==> src/rtl/ckpt_pkg.sv <==
package ckpt_pkg;
    typedef enum logic [2:0] {
        ST_IDLE    = 3'd0,
        ST_WAIT    = 3'd1,
        ST_SAVE    = 3'd2,
        ST_REPAIR  = 3'd3,
        ST_RESTORE = 3'd4,
        ST_RESUME  = 3'd5
    } ckpt_state_e;
endpackage

==> src/rtl/ckpt_period_timer.sv <==
module ckpt_period_timer #(
    parameter int PER_W = 16
) (
    input  logic             clk,
    input  logic             rst_n,
    input  logic             run,
    input  logic [PER_W-1:0] cfg_period,
    output logic             expired
);
    logic [PER_W-1:0] cnt_q;

    assign expired = (cnt_q >= cfg_period);

    always_ff @(posedge clk) begin
        if (!rst_n || !run) begin
            cnt_q <= '0;
        end else if (!expired) begin
            cnt_q <= cnt_q + 1'b1;
        end
    end

    // the count only climbs while it runs and has not reached the period
    assert_timer_clear_R2: assert property (@(posedge clk) disable iff (!rst_n)
        !run |=> (cnt_q == '0));
endmodule

==> src/rtl/ckpt_word_seq.sv <==
module ckpt_word_seq #(
    parameter int NW    = 13,
    parameter int IDX_W = (NW > 1) ? $clog2(NW) : 1
) (
    input  logic             clk,
    input  logic             rst_n,
    input  logic             clear,
    input  logic             step,
    output logic [IDX_W-1:0] idx,
    output logic             last
);
    localparam logic [IDX_W-1:0] LAST_IDX = IDX_W'(NW - 1);

    logic [IDX_W-1:0] idx_q;

    assign idx  = idx_q;
    assign last = (idx_q == LAST_IDX);

    always_ff @(posedge clk) begin
        if (!rst_n || clear) begin
            idx_q <= '0;
        end else if (step) begin
            idx_q <= last ? '0 : idx_q + 1'b1;
        end
    end

    // the word index never leaves the state space
    assert_idx_range_R5: assert property (@(posedge clk) disable iff (!rst_n)
        idx_q <= LAST_IDX);
endmodule

==> src/rtl/ckpt_event_cnt.sv <==
module ckpt_event_cnt #(
    parameter int W = 8
) (
    input  logic         clk,
    input  logic         rst_n,
    input  logic         inc,
    output logic [W-1:0] count
);
    localparam logic [W-1:0] TOP = {W{1'b1}};

    logic [W-1:0] cnt_q;

    assign count = cnt_q;

    always_ff @(posedge clk) begin
        if (!rst_n) begin
            cnt_q <= '0;
        end else if (inc && cnt_q != TOP) begin
            cnt_q <= cnt_q + 1'b1;
        end
    end

    assert_no_overflow_R10: assert property (@(posedge clk) disable iff (!rst_n)
        (cnt_q == TOP) |=> (cnt_q == TOP));
endmodule

==> src/rtl/ckpt_ctrl.sv <==
module ckpt_ctrl
    import ckpt_pkg::*;
#(
    parameter int DATA_W = 16,
    parameter int NREG   = 4,
    parameter int NMEM   = 8,
    parameter int PER_W  = 16,
    parameter int CNT_W  = 8,
    localparam int NW    = 1 + NREG + NMEM,
    localparam int IDX_W = (NW > 1) ? $clog2(NW) : 1,
    localparam int SA_W  = $clog2(2 * NW)
) (
    input  logic              clk,
    input  logic              rst_n,
    input  logic              en,
    input  logic [PER_W-1:0]  cfg_period,
    input  logic              err_in,
    input  logic              repair_done,
    output logic              repair_req,
    output logic              stall_req,
    input  logic              stall_ack,
    output logic [IDX_W-1:0]  unit_addr,
    output logic              unit_we,
    output logic [DATA_W-1:0] unit_wdata,
    input  logic [DATA_W-1:0] unit_rdata,
    output logic [SA_W-1:0]   store_addr,
    output logic              store_we,
    output logic [DATA_W-1:0] store_wdata,
    input  logic [DATA_W-1:0] store_rdata,
    output logic [2:0]        state_o,
    output logic              ckpt_valid,
    output logic              fatal,
    output logic [CNT_W-1:0]  ckpt_count,
    output logic [CNT_W-1:0]  rollback_count
);
    localparam logic [SA_W-1:0] BANK1_BASE = SA_W'(NW);

    ckpt_state_e      st_q, st_nxt;
    logic             valid_q;
    logic             fatal_q;
    logic             bank_q;      // bank holding the valid checkpoint
    logic             expired;
    logic [IDX_W-1:0] idx;
    logic             last;
    logic             xfer;
    logic             save_done;
    logic             rb_inc;
    logic             err_live;
    logic             set_fatal;

    // error matters only where the unit runs or is being refilled
    assign err_live  = err_in && (st_q == ST_WAIT || st_q == ST_SAVE ||
                                  st_q == ST_RESTORE || st_q == ST_RESUME);
    assign set_fatal = err_in && !valid_q && (st_q == ST_WAIT || st_q == ST_SAVE);
    assign xfer      = stall_ack && (st_q == ST_SAVE || st_q == ST_RESTORE);
    assign save_done = (st_q == ST_SAVE) && stall_ack && last && !err_in;
    assign rb_inc    = (st_q == ST_RESUME);

    ckpt_period_timer #(.PER_W(PER_W)) u_timer (
        .clk        (clk),
        .rst_n      (rst_n),
        .run        (st_q == ST_WAIT),
        .cfg_period (cfg_period),
        .expired    (expired)
    );

    ckpt_word_seq #(.NW(NW), .IDX_W(IDX_W)) u_seq (
        .clk   (clk),
        .rst_n (rst_n),
        .clear (st_nxt != st_q),
        .step  (xfer),
        .idx   (idx),
        .last  (last)
    );

    ckpt_event_cnt #(.W(CNT_W)) u_ckpt_cnt (
        .clk   (clk),
        .rst_n (rst_n),
        .inc   (save_done),
        .count (ckpt_count)
    );

    ckpt_event_cnt #(.W(CNT_W)) u_rb_cnt (
        .clk   (clk),
        .rst_n (rst_n),
        .inc   (rb_inc),
        .count (rollback_count)
    );

    // next-state logic
    always_comb begin
        st_nxt = st_q;
        unique case (st_q)
            ST_IDLE: begin
                if (en && !fatal_q) st_nxt = ST_WAIT;
            end
            ST_WAIT: begin
                if (err_live)     st_nxt = valid_q ? ST_REPAIR : ST_IDLE;
                else if (!en)     st_nxt = ST_IDLE;
                else if (expired) st_nxt = ST_SAVE;
            end
            ST_SAVE: begin
                if (err_live)                st_nxt = valid_q ? ST_REPAIR : ST_IDLE;
                else if (stall_ack && last)  st_nxt = ST_WAIT;
            end
            ST_REPAIR: begin
                if (repair_done) st_nxt = ST_RESTORE;
            end
            ST_RESTORE: begin
                if (err_live)               st_nxt = ST_REPAIR;
                else if (stall_ack && last) st_nxt = ST_RESUME;
            end
            ST_RESUME: begin
                st_nxt = err_live ? ST_REPAIR : ST_WAIT;
            end
            default: st_nxt = ST_IDLE;
        endcase
    end

    // state register and checkpoint bookkeeping
    always_ff @(posedge clk) begin
        if (!rst_n) begin
            st_q    <= ST_IDLE;
            valid_q <= 1'b0;
            fatal_q <= 1'b0;
            bank_q  <= 1'b0;
        end else begin
            st_q <= st_nxt;
            if (set_fatal) fatal_q <= 1'b1;
            if (save_done) begin
                valid_q <= 1'b1;
                bank_q  <= ~bank_q;
            end
        end
    end

    // outputs
    always_comb begin
        state_o     = st_q;
        stall_req   = 1'b0;
        repair_req  = 1'b0;
        unit_we     = 1'b0;
        store_we    = 1'b0;
        unit_addr   = idx;
        unit_wdata  = store_rdata;
        store_wdata = unit_rdata;
        store_addr  = SA_W'(idx);
        unique case (st_q)
            ST_IDLE, ST_WAIT: ;
            ST_SAVE: begin
                stall_req  = 1'b1;
                store_we   = stall_ack;
                store_addr = (bank_q ? '0 : BANK1_BASE) + SA_W'(idx);
            end
            ST_REPAIR: begin
                stall_req  = 1'b1;
                repair_req = 1'b1;
            end
            ST_RESTORE: begin
                stall_req  = 1'b1;
                unit_we    = stall_ack;
                store_addr = (bank_q ? BANK1_BASE : '0) + SA_W'(idx);
            end
            ST_RESUME: begin
                stall_req  = 1'b1;
            end
            default: ;
        endcase
    end

    assign ckpt_valid = valid_q;
    assign fatal      = fatal_q;

    // assertions
    assert_xfer_needs_ack_R4: assert property (@(posedge clk) disable iff (!rst_n)
        (unit_we || store_we) |-> (stall_ack && stall_req));

    assert_wait_to_save_R2: assert property (@(posedge clk) disable iff (!rst_n)
        (st_q == ST_WAIT && expired && en && !err_in) |=> (st_q == ST_SAVE));

    assert_repair_hold_R7: assert property (@(posedge clk) disable iff (!rst_n)
        (st_q == ST_REPAIR && !repair_done) |=> (st_q == ST_REPAIR && !unit_we));

    assert_fatal_sticky_R9: assert property (@(posedge clk) disable iff (!rst_n)
        fatal_q |=> (fatal_q && st_q == ST_IDLE));

    assert_restore_needs_ckpt_R9: assert property (@(posedge clk) disable iff (!rst_n)
        (st_q == ST_RESTORE) |-> valid_q);

    assert_abort_no_commit_R6: assert property (@(posedge clk) disable iff (!rst_n)
        (st_q == ST_SAVE && err_in) |=> $stable(ckpt_count));

    assert_resume_one_cycle_R8: assert property (@(posedge clk) disable iff (!rst_n)
        (st_q == ST_RESUME) |=> (st_q != ST_RESUME));
endmodule

==> config.mk <==
export PLATFORM = sky130hd
export DESIGN_NAME = ckpt_ctrl
export DESIGN_NICKNAME = d
export VERILOG_FILES = /design/src/rtl/ckpt_pkg.sv /design/src/rtl/ckpt_period_timer.sv /design/src/rtl/ckpt_word_seq.sv /design/src/rtl/ckpt_event_cnt.sv /design/src/rtl/ckpt_ctrl.sv
export SDC_FILE = /design/constraint.sdc
export NUM_CORES = 1
export LEC_CHECK = 0
export ABC_AREA = 1
export BUFFER_PORTS_ARGS = -buffer_cell sky130_fd_sc_hd__buf_2
export CAP_MARGIN = 20
export CORE_MARGIN = 4
export CORE_UTILIZATION = 54
export CTS_BUF_LIST = sky130_fd_sc_hd__clkbuf_2
export DETAILED_ROUTE_END_ITERATION = 6
export PLACE_DENSITY = 0.89
export SYNTH_ARGS = -nofsm -noshare
export SYNTH_HDL_FRONTEND = slang
export SYNTH_SLANG_ARGS = --single-unit
==> constraint.sdc <==
create_clock -name clk -period 4.3 [get_ports clk]
set_input_delay 0.86 -clock clk [delete_from_list [all_inputs] [get_ports clk]]
set_output_delay 0.86 -clock clk [all_outputs]
set_load 0.1 [all_outputs]
==> flow_summary.html, run 1 <==
<table>
<tr><th>Metric</th><th>Value</th></tr>
<tr><th colspan="2">Worst setup path</th></tr>
<tr><td>CP cell instances</td><td>nor2_1, nand2_2, xor2_1, ha_1, a31o_2, xnor2_1, o21ai_1, buf_2</td></tr>
<tr><td>Startpoint of the lowest-slack register-to-register path</td><td>u_timer.cnt_q[9]$_SDFFE_PP0N_</td></tr>
<tr><td>Critical Path Source Type</td><td>flip-flop</td></tr>
<tr><td>Data arrival time of the critical path</td><td>2720 ps</td></tr>
<tr><td>Setup slack of the worst register-to-register path</td><td>1930 ps</td></tr>
<tr><td>Kind of critical path</td><td>flip-flop to primary output</td></tr>
<tr><td>Kind of cell with the highest combined delay on the critical path</td><td>flip-flops</td></tr>
<tr><td>Total buffers and inverters traversed by the critical path</td><td>1</td></tr>
<tr><td>Reg-to-Reg End</td><td>u_timer.cnt_q[10]$_SDFFE_PP0N_</td></tr>
<tr><td>Required @ worst endpoint</td><td>3440 ps</td></tr>
<tr><td>Worst Reg-to-Reg Cells</td><td>11</td></tr>
<tr><td>Kind of capture point of the worst setup path</td><td>primary output</td></tr>
<tr><td>Slowest cell on crit path</td><td>sky130_fd_sc_hd__dfxtp_1</td></tr>
<tr><td>Peak fanout along the critical path</td><td>7</td></tr>
<tr><td>Maximum cell stage delay along the critical path</td><td>530 ps</td></tr>
<tr><th colspan="2">Timing</th></tr>
<tr><td>Setup Skew</td><td>19.1 ps</td></tr>
<tr><td>Setup repair after global routing missed its margin</td><td>no</td></tr>
<tr><td>Share of the clock period used by the worst path</td><td>0.833</td></tr>
<tr><td>Normalized max-slew margin</td><td>0.666</td></tr>
<tr><td>Slew Viols, Final</td><td>0</td></tr>
<tr><td>Setup WS post-layout</td><td>720 ps</td></tr>
<tr><td>Timing-limited maximum frequency</td><td>0.279 GHz</td></tr>
<tr><td>Post-route setup TNS</td><td>0 ps</td></tr>
<tr><td>Final hold violation count</td><td>0</td></tr>
<tr><td>Total of endpoints with negative setup slack in the final report</td><td>0</td></tr>
<tr><td>Final critical path time including I/O delays and setup</td><td>3580 ps</td></tr>
<tr><td>Actual slew at the worst max-slew pin</td><td>505 ps</td></tr>
<tr><th colspan="2">Cells and area</th></tr>
<tr><td>Diode count</td><td>0</td></tr>
<tr><td>Final non-filler cell area</td><td>3160 sq um</td></tr>
<tr><td>Area used by multi-input combinational logic</td><td>1610 sq um</td></tr>
<tr><td>Sequential cell area</td><td>841 sq um</td></tr>
<tr><td>Synth-to-layout area growth</td><td>5.97%</td></tr>
<tr><td>Fill cell count</td><td>504</td></tr>
<tr><td>Share of layout cells above drive strength 1</td><td>0.198</td></tr>
<tr><td>Final-stage net count</td><td>533</td></tr>
<tr><th colspan="2">Logic synthesis</th></tr>
<tr><td>Number of enable-type register cells in the synthesized netlist</td><td>0</td></tr>
<tr><td>Library cell occupying the most area in the post-synthesis netlist</td><td>sky130_fd_sc_hd__dfxtp_1</td></tr>
<tr><td>Gate Count Post-Synth</td><td>428</td></tr>
<tr><td>Avg Cell Area, Syn</td><td>6.96 sq um</td></tr>
<tr><td>Total of flip-flops plus latches after synthesis</td><td>42</td></tr>
<tr><td>Sequential area share after synthesis</td><td>0.282</td></tr>
<tr><td>Post-synth ARST share</td><td>0</td></tr>
<tr><td>Synth warnings</td><td>0</td></tr>
<tr><td>Cells taking the most area after synthesis</td><td>sky130_fd_sc_hd__dfxtp_1, sky130_fd_sc_hd__ha_1, sky130_fd_sc_hd__nand2_1, sky130_fd_sc_hd__inv_1, sky130_fd_sc_hd__buf_4</td></tr>
<tr><td>Number of different library cells in the post-synthesis netlist</td><td>39</td></tr>
<tr><td>Commonest cells in the netlist</td><td>sky130_fd_sc_hd__nand2_1, sky130_fd_sc_hd__inv_1, sky130_fd_sc_hd__dfxtp_1</td></tr>
<tr><td>Cell with the most instances after synthesis</td><td>sky130_fd_sc_hd__nand2_1</td></tr>
<tr><td>Top flip-flop cell by instance count after synthesis</td><td>sky130_fd_sc_hd__dfxtp_1</td></tr>
<tr><td>Synth top area share</td><td>0.282</td></tr>
<tr><td>Synth Net Count</td><td>507</td></tr>
<tr><td>Cell area after synthesis</td><td>2980 sq um</td></tr>
<tr><th colspan="2">Route</th></tr>
<tr><td>Antenna-violating nets left</td><td>0</td></tr>
<tr><td>Via density</td><td>5.10</td></tr>
<tr><td>Number of optimization iterations in the first detailed-route pass</td><td>6</td></tr>
<tr><td>Via count</td><td>2679</td></tr>
<tr><td>Number of remaining DRC errors</td><td>0</td></tr>
<tr><td>Routed len/inst</td><td>11.5 um</td></tr>
<tr><td>Final WL</td><td>6.06 mm</td></tr>
<tr><td>First DRT Iteration DRCs</td><td>150</td></tr>
<tr><th colspan="2">CTS</th></tr>
<tr><td>Depth of the CTS H-tree</td><td>2</td></tr>
<tr><td>Clock slew seen by the registers of the worst setup and hold paths</td><td>210 ps</td></tr>
<tr><td>Quantity of hold-fixing buffers added after cts</td><td>0</td></tr>
<tr><td>Num CTS Buffers</td><td>5</td></tr>
<tr><td>Gates resized, CTS repair</td><td>0</td></tr>
<tr><td>Clock sink total</td><td>42</td></tr>
<tr><td>Clock latency of the later-clocked register in the worst-skew pair</td><td>410 ps</td></tr>
<tr><td>Number of setup buffers added after CTS</td><td>0</td></tr>
<tr><td>Max Root-Sink Buffers</td><td>2</td></tr>
<tr><td>Library cell used as clock root buffer</td><td>sky130_fd_sc_hd__clkbuf_2</td></tr>
<tr><td>CTS tree</td><td>done</td></tr>
<tr><th colspan="2">Global routing</th></tr>
<tr><td>Global-route usage over all layers</td><td>0.190</td></tr>
<tr><td>Pin count of the biggest net entering global routing</td><td>14</td></tr>
<tr><td>Remaining global-route overflow</td><td>0</td></tr>
<tr><td>Met1 global-route usage</td><td>0.226</td></tr>
<tr><td>Global-route wire length before repair</td><td>10.4 mm</td></tr>
<tr><td>GR Util met2</td><td>0.333</td></tr>
<tr><td>Vias in the first global route</td><td>2547</td></tr>
<tr><td>Met3 usage</td><td>0.0542</td></tr>
<tr><td>GRT Max-Usage Layer</td><td>met2</td></tr>
<tr><td>Number of antenna violations at the first check in global routing</td><td>0</td></tr>
<tr><th colspan="2">Hold path</th></tr>
<tr><td>Hold Path Class</td><td>flip-flop to flip-flop</td></tr>
<tr><td>Hold path startpoint</td><td>u_rb_cnt.count[5]$_SDFFE_PN0P_</td></tr>
<tr><td>Number of stages on the worst hold path</td><td>2</td></tr>
<tr><td>Endpoint, Worst Hold</td><td>u_rb_cnt.count[5]$_SDFFE_PN0P_</td></tr>
<tr><th colspan="2">Floorplanning</th></tr>
<tr><td>Initial core utilization</td><td>0.569</td></tr>
<tr><td>Count of standard-cell rows</td><td>26</td></tr>
<tr><td>I/O pin count</td><td>120</td></tr>
<tr><td>Die X-Extent</td><td>82.3 um</td></tr>
<tr><td>Die boundary height</td><td>82.3 um</td></tr>
<tr><td>Area of the die</td><td>6770 sq um</td></tr>
<tr><td>Area of the placeable core</td><td>5240 sq um</td></tr>
<tr><th colspan="2">Power and ir drop</th></tr>
<tr><td>Peak supply drop</td><td>0.144 mV</td></tr>
<tr><td>Static Leak</td><td>0.00158 uW</td></tr>
<tr><td>Pwr Density</td><td>220 nW/um^2</td></tr>
<tr><th colspan="2">Outcome</th></tr>
<tr><td>Run status</td><td>finished, final reports clean</td></tr>
<tr><th colspan="2">Placement</th></tr>
<tr><td>Total cell area at the placement stage</td><td>3090 sq um</td></tr>
<tr><td>Number of buffers inserted by port buffering</td><td>55</td></tr>
<tr><td>Half-perimeter wire length after detailed placement</td><td>4.97 mm</td></tr>
<tr><td>Post-placement worst setup slack</td><td>1200 ps</td></tr>
<tr><td>Global placer's final weighted congestion</td><td>0.897</td></tr>
<tr><th colspan="2">Run</th></tr>
<tr><td>Max-capacitance violation count</td><td>0</td></tr>
</table>
-- worst reg2reg max path: cells and delay by family, from the launching register on --
kind / cells / cell delay (ps)
AOI/OAI and AO/OA: 2 / 180
and+or+nand+nor: 8 / 1370
DFF: 1 / 490
adders and majority gates: 1 / 300
-- flip-flops by register name, indices dropped and copies added, names as in the netlist --
signal / cells
bank_q: 1
ckpt_valid: 1
u_ckpt_cnt.count: 8
state_o: 3
u_seq.idx: 4
u_rb_cnt.count: 8
u_timer.cnt_q: 16
fatal: 1
-- report_power, final --
part	total [uW]	internal [uW]	leakage (uW)	switching, uW
registers	395	392	0.000339	2.42
clock network	229	96.4	0.0000427	133
logic	69.6	22.4	0.00120	47.2
total	694	511	0.00158	183
-- cell type report --
type,instances,area share
multi-input cells,277,0.510
flip-flops and latches,42,0.266
inverters,73,0.0880
clock buffers,5,0.00793
clock inverters,3,0.0127
repair buffers,55,0.0872
well taps,70,0.0278
-- layer usage --
layer	up-vias	wire, um
met5	-	0
met4	0	85
met3	18	426
met2	65	2890
met1	1189	2660
li1	1407	-
-- per-stage QoR --
stage,hold WS [ps],power (uW),instances,utilization
global route,539,724,525,0.602
detailed placement,476,472,517,0.590
global placement,468,469,517,0.590
floorplan,455,590,428,-
CTS,501,700,525,0.602
finish,498,694,525,0.602
-- worst max path at each step --
stage,startpoint,endpoint,slack [ps],cells after the start
floorplan,state_o[0]$_SDFF_PN0_,store_addr[3],-170,7
global placement,state_o[1]$_SDFF_PN0_,store_addr[3],1310,8
detailed placement,state_o[1]$_SDFF_PN0_,store_addr[3],1200,8
CTS,state_o[1]$_SDFF_PN0_,store_addr[3],710,8
global route,state_o[1]$_SDFF_PN0_,store_addr[4],560,10
finish,state_o[1]$_SDFF_PN0_,store_addr[3],720,8
-- logic make-up after synthesis --
logic type	Yosys count	share of synthesized area
AOI/OAI and AO/OA	72	0.132
xor gates and xnor gates	10	0.0294
buffers and inverters	109	0.180
adders and majority gates	25	0.105
DFF	42	0.282
and+or+nand+nor	170	0.271
-- layout by cell type, fill, tap and decap left out, types with 2 or more instances in the layout --
master / Yosys / final
sky130_fd_sc_hd__ha_1: 25 / 25
sky130_fd_sc_hd__nor3b_1: 2 / 2
sky130_fd_sc_hd__nor4_1: 2 / 2
sky130_fd_sc_hd__inv_1: 67 / 67
sky130_fd_sc_hd__nand4_1: 9 / 9
sky130_fd_sc_hd__a21oi_1: 35 / 34
sky130_fd_sc_hd__nor3_2: 2 / 2
sky130_fd_sc_hd__dfxtp_1: 42 / 42
sky130_fd_sc_hd__nand3_2: 2 / 2
sky130_fd_sc_hd__nand3_1: 16 / 16
sky130_fd_sc_hd__nand2_1: 73 / 73
sky130_fd_sc_hd__buf_2: 0 / 55
sky130_fd_sc_hd__clkbuf_2: 0 / 5
sky130_fd_sc_hd__xnor2_1: 2 / 2
sky130_fd_sc_hd__nor3_1: 11 / 11
sky130_fd_sc_hd__inv_2: 4 / 4
sky130_fd_sc_hd__a21oi_2: 1 / 2
sky130_fd_sc_hd__nor2_1: 37 / 37
sky130_fd_sc_hd__o21a_1: 3 / 3
sky130_fd_sc_hd__nor2_2: 3 / 3
sky130_fd_sc_hd__nand2_2: 4 / 4
sky130_fd_sc_hd__o21ai_1: 6 / 9
sky130_fd_sc_hd__clkinv_2: 1 / 3
sky130_fd_sc_hd__o21ai_0: 23 / 20
sky130_fd_sc_hd__xor2_1: 8 / 8
No activity file was read; power rests on OpenSTA's default activity.
==> run 2, diff against run 1 <==
--- a/config.mk
+++ b/config.mk
@@ -9,10 +9,10 @@
 export BUFFER_PORTS_ARGS = -buffer_cell sky130_fd_sc_hd__buf_2
 export CAP_MARGIN = 20
 export CORE_MARGIN = 4
-export CORE_UTILIZATION = 54
+export CORE_UTILIZATION = 50
 export CTS_BUF_LIST = sky130_fd_sc_hd__clkbuf_2
 export DETAILED_ROUTE_END_ITERATION = 6
-export PLACE_DENSITY = 0.89
+export PLACE_DENSITY = 0.83
 export SYNTH_ARGS = -nofsm -noshare
 export SYNTH_HDL_FRONTEND = slang
 export SYNTH_SLANG_ARGS = --single-unit
==> constraint.sdc (replaced) <==
create_clock -name clk -period 3.6 [get_ports clk]
set_input_delay 0.72 -clock clk [delete_from_list [all_inputs] [get_ports clk]]
set_output_delay 0.72 -clock clk [all_outputs]
set_load 0.1 [all_outputs]
==> flow_summary.html, run 2 (synthesized netlist as in run 1, its figures left out) <==
<table>
<tr><th>Metric</th><th>Value</th></tr>
<tr><th colspan="2">Outcome</th></tr>
<tr><td>Run status</td><td>finished, final reports clean</td></tr>
<tr><th colspan="2">Worst setup path</th></tr>
<tr><td>Kind of capture point of the worst setup path</td><td>primary output</td></tr>
<tr><td>Required @ worst endpoint</td><td>2880 ps</td></tr>
<tr><td>Critical Path Source Type</td><td>flip-flop</td></tr>
<tr><td>Peak fanout along the critical path</td><td>6</td></tr>
<tr><td>Kind of critical path</td><td>flip-flop to primary output</td></tr>
<tr><td>Data arrival time of the critical path</td><td>2620 ps</td></tr>
<tr><th colspan="2">Route</th></tr>
<tr><td>Via count</td><td>2650</td></tr>
<tr><td>Met2 wirelength from detailed routing</td><td>3.03 mm</td></tr>
<tr><td>First DRT Iteration DRCs</td><td>135</td></tr>
<tr><td>Final WL</td><td>6.29 mm</td></tr>
<tr><td>Met1 Wirelength</td><td>2.72 mm</td></tr>
<tr><td>Number of remaining DRC errors</td><td>0</td></tr>
<tr><td>Met3 wirelength from detailed routing</td><td>410 um</td></tr>
<tr><td>Via density</td><td>5.04</td></tr>
<tr><td>Number of optimization iterations in the first detailed-route pass</td><td>4</td></tr>
<tr><td>Routed len/inst</td><td>12.0 um</td></tr>
<tr><td>Uppermost layer routed</td><td>met4</td></tr>
<tr><td>Antenna-violating nets left</td><td>0</td></tr>
<tr><th colspan="2">Cells and area</th></tr>
<tr><td>Diode count</td><td>0</td></tr>
<tr><td>Most frequent standard cell in the layout excluding fill and tap cells</td><td>sky130_fd_sc_hd__nand2_1</td></tr>
<tr><td>Flip-flop count of the largest register after layout</td><td>16</td></tr>
<tr><td>Synth-to-layout area growth</td><td>5.76%</td></tr>
<tr><td>Fill cell count</td><td>552</td></tr>
<tr><td>Final cell utilization of the core</td><td>0.558</td></tr>
<tr><td>Register name with the most flops</td><td>u_timer.cnt_q</td></tr>
<tr><td>Share of layout cells above drive strength 1</td><td>0.200</td></tr>
<tr><td>Most used cells in the layout excluding fill and tap cells</td><td>sky130_fd_sc_hd__nand2_1, sky130_fd_sc_hd__inv_1, sky130_fd_sc_hd__buf_2, sky130_fd_sc_hd__dfxtp_1, sky130_fd_sc_hd__nor2_1</td></tr>
<tr><td>Final-stage net count</td><td>533</td></tr>
<tr><th colspan="2">CTS</th></tr>
<tr><td>Depth of the CTS H-tree</td><td>2</td></tr>
<tr><td>Clock sink total</td><td>42</td></tr>
<tr><td>Quantity of hold-fixing buffers added after cts</td><td>0</td></tr>
<tr><td>Max Root-Sink Buffers</td><td>2</td></tr>
<tr><td>Clock latency of the later-clocked register in the worst-skew pair</td><td>400 ps</td></tr>
<tr><td>Clock slew seen by the registers of the worst setup and hold paths</td><td>210 ps</td></tr>
<tr><td>Number of setup buffers added after CTS</td><td>0</td></tr>
<tr><td>Num CTS Buffers</td><td>5</td></tr>
<tr><td>CTS tree</td><td>done</td></tr>
<tr><td>Library cell used as clock root buffer</td><td>sky130_fd_sc_hd__clkbuf_2</td></tr>
<tr><th colspan="2">Global routing</th></tr>
<tr><td>Remaining global-route overflow</td><td>0</td></tr>
<tr><td>Global-route usage over all layers</td><td>0.177</td></tr>
<tr><td>Pin count of the biggest net entering global routing</td><td>14</td></tr>
<tr><td>Global-route wire length before repair</td><td>10.8 mm</td></tr>
<tr><td>Vias in the first global route</td><td>2526</td></tr>
<tr><td>Number of antenna violations at the first check in global routing</td><td>0</td></tr>
<tr><th colspan="2">Placement</th></tr>
<tr><td>Half-perimeter wire length after detailed placement</td><td>4.99 mm</td></tr>
<tr><td>Number of buffers inserted by port buffering</td><td>55</td></tr>
<tr><td>Global placer's final weighted congestion</td><td>0.904</td></tr>
<tr><th colspan="2">Timing</th></tr>
<tr><td>Setup repair after global routing missed its margin</td><td>no</td></tr>
<tr><td>Post-route setup TNS</td><td>0 ps</td></tr>
<tr><td>Normalized max-slew margin</td><td>0.667</td></tr>
<tr><td>Final critical path time including I/O delays and setup</td><td>3340 ps</td></tr>
<tr><td>Share of the clock period used by the worst path</td><td>0.929</td></tr>
<tr><td>Slew Viols, Final</td><td>0</td></tr>
<tr><td>Timing-limited maximum frequency</td><td>0.299 GHz</td></tr>
<tr><td>Final hold violation count</td><td>0</td></tr>
<tr><td>Setup Skew</td><td>11.8 ps</td></tr>
<tr><td>Total of endpoints with negative setup slack in the final report</td><td>0</td></tr>
<tr><td>Actual slew at the worst max-slew pin</td><td>503 ps</td></tr>
<tr><th colspan="2">Floorplanning</th></tr>
<tr><td>Area of the die</td><td>7250 sq um</td></tr>
<tr><td>Area of the placeable core</td><td>5640 sq um</td></tr>
<tr><td>Die boundary height</td><td>85.2 um</td></tr>
<tr><td>I/O pin count</td><td>120</td></tr>
<tr><td>Die X-Extent</td><td>85.2 um</td></tr>
<tr><td>Initial core utilization</td><td>0.528</td></tr>
<tr><td>Count of standard-cell rows</td><td>27</td></tr>
<tr><th colspan="2">Power and ir drop</th></tr>
<tr><td>Pwr Density</td><td>238 nW/um^2</td></tr>
<tr><td>Peak supply drop</td><td>0.194 mV</td></tr>
<tr><td>Static Leak</td><td>0.00157 uW</td></tr>
<tr><th colspan="2">Run</th></tr>
<tr><td>Max-capacitance violation count</td><td>0</td></tr>
<tr><th colspan="2">Hold path</th></tr>
<tr><td>Hold Path Class</td><td>flip-flop to flip-flop</td></tr>
</table>
-- run 2: cell types whose count changed in the layout (fill, tap and decap cells not counted), sizes merged --
cell	before	now
buf	55	54
bufinv	1	0
clkbuf	5	6
-- run 2: worst paths after layout --
path                            startpoint                        endpoint  slack, ps  cells past startpoint
min                     fatal$_SDFFE_PN0P_              fatal$_SDFFE_PN0P_        510                      2
min reg2reg             fatal$_SDFFE_PN0P_              fatal$_SDFFE_PN0P_        510                      2
max                  state_o[0]$_SDFF_PN0_                   store_addr[3]        260                      8
max reg2reg  u_timer.cnt_q[6]$_SDFFE_PP0N_  u_timer.cnt_q[13]$_SDFFE_PP0N_       1190                     15
-- run 2: routing by layer --
layer / vias up / track usage
li1: 1397 / -
met1: 1178 / 0.201
met2: 59 / 0.308
met3: 16 / 0.0466
met4: 0 / 0.0820
met5: - / 0
-- run 2: cell type report --
class	count	area [sq um]	share of cell area
inverters	73	278	0.0882
well taps	72	90.1	0.0286
repair buffers	55	278	0.0882
clock buffers	5	25.0	0.00795
clock inverters	2	10.0	0.00318
multi-input cells	277	1630	0.516
flip-flops and latches	42	843	0.268
-- run 2: power breakdown --
| group | leakage (uW) | total [uW] | switching [uW] | internal (uW) |
|---|---|---|---|---|
| Combinational | 0.00120 | 82.6 | 55.7 | 26.8 |
| Sequential | 0.000339 | 471 | 2.72 | 468 |
| Clock | 0.0000286 | 197 | 155 | 42.2 |
-- run 2: per-stage QoR --
| step | power [uW] | cells | cell area (sq um) | hold WS [ps] | setup WS [ps] |
|---|---|---|---|---|---|
| floorplan | 705 | 428 | 3010 | 455 | -707 |
| global placement | 561 | 519 | 3110 | 465 | 776 |
| detailed placement | 563 | 519 | 3110 | 481 | 671 |
| CTS | 759 | 526 | 3150 | 513 | 188 |
| global route | 789 | 526 | 3150 | 542 | 36.8 |
| finish | 751 | 526 | 3150 | 506 | 255 |
-- run 2: timing repair --
action	in CTS	in global routing
endpoints found under the setup margin	0	1
gates resized for setup	0	1
hold endpoints to repair	0	0
-- run 2: worst max-delay path: stages, from the launching register on --
cell                      delay (ps)
sky130_fd_sc_hd__dfxtp_2         400
sky130_fd_sc_hd__nor2_1          160
sky130_fd_sc_hd__nand2_2         140
sky130_fd_sc_hd__xor2_1          300
sky130_fd_sc_hd__ha_1            320
sky130_fd_sc_hd__a31o_2          250
sky130_fd_sc_hd__xnor2_1         120
sky130_fd_sc_hd__o21ai_1         110
sky130_fd_sc_hd__buf_2           430
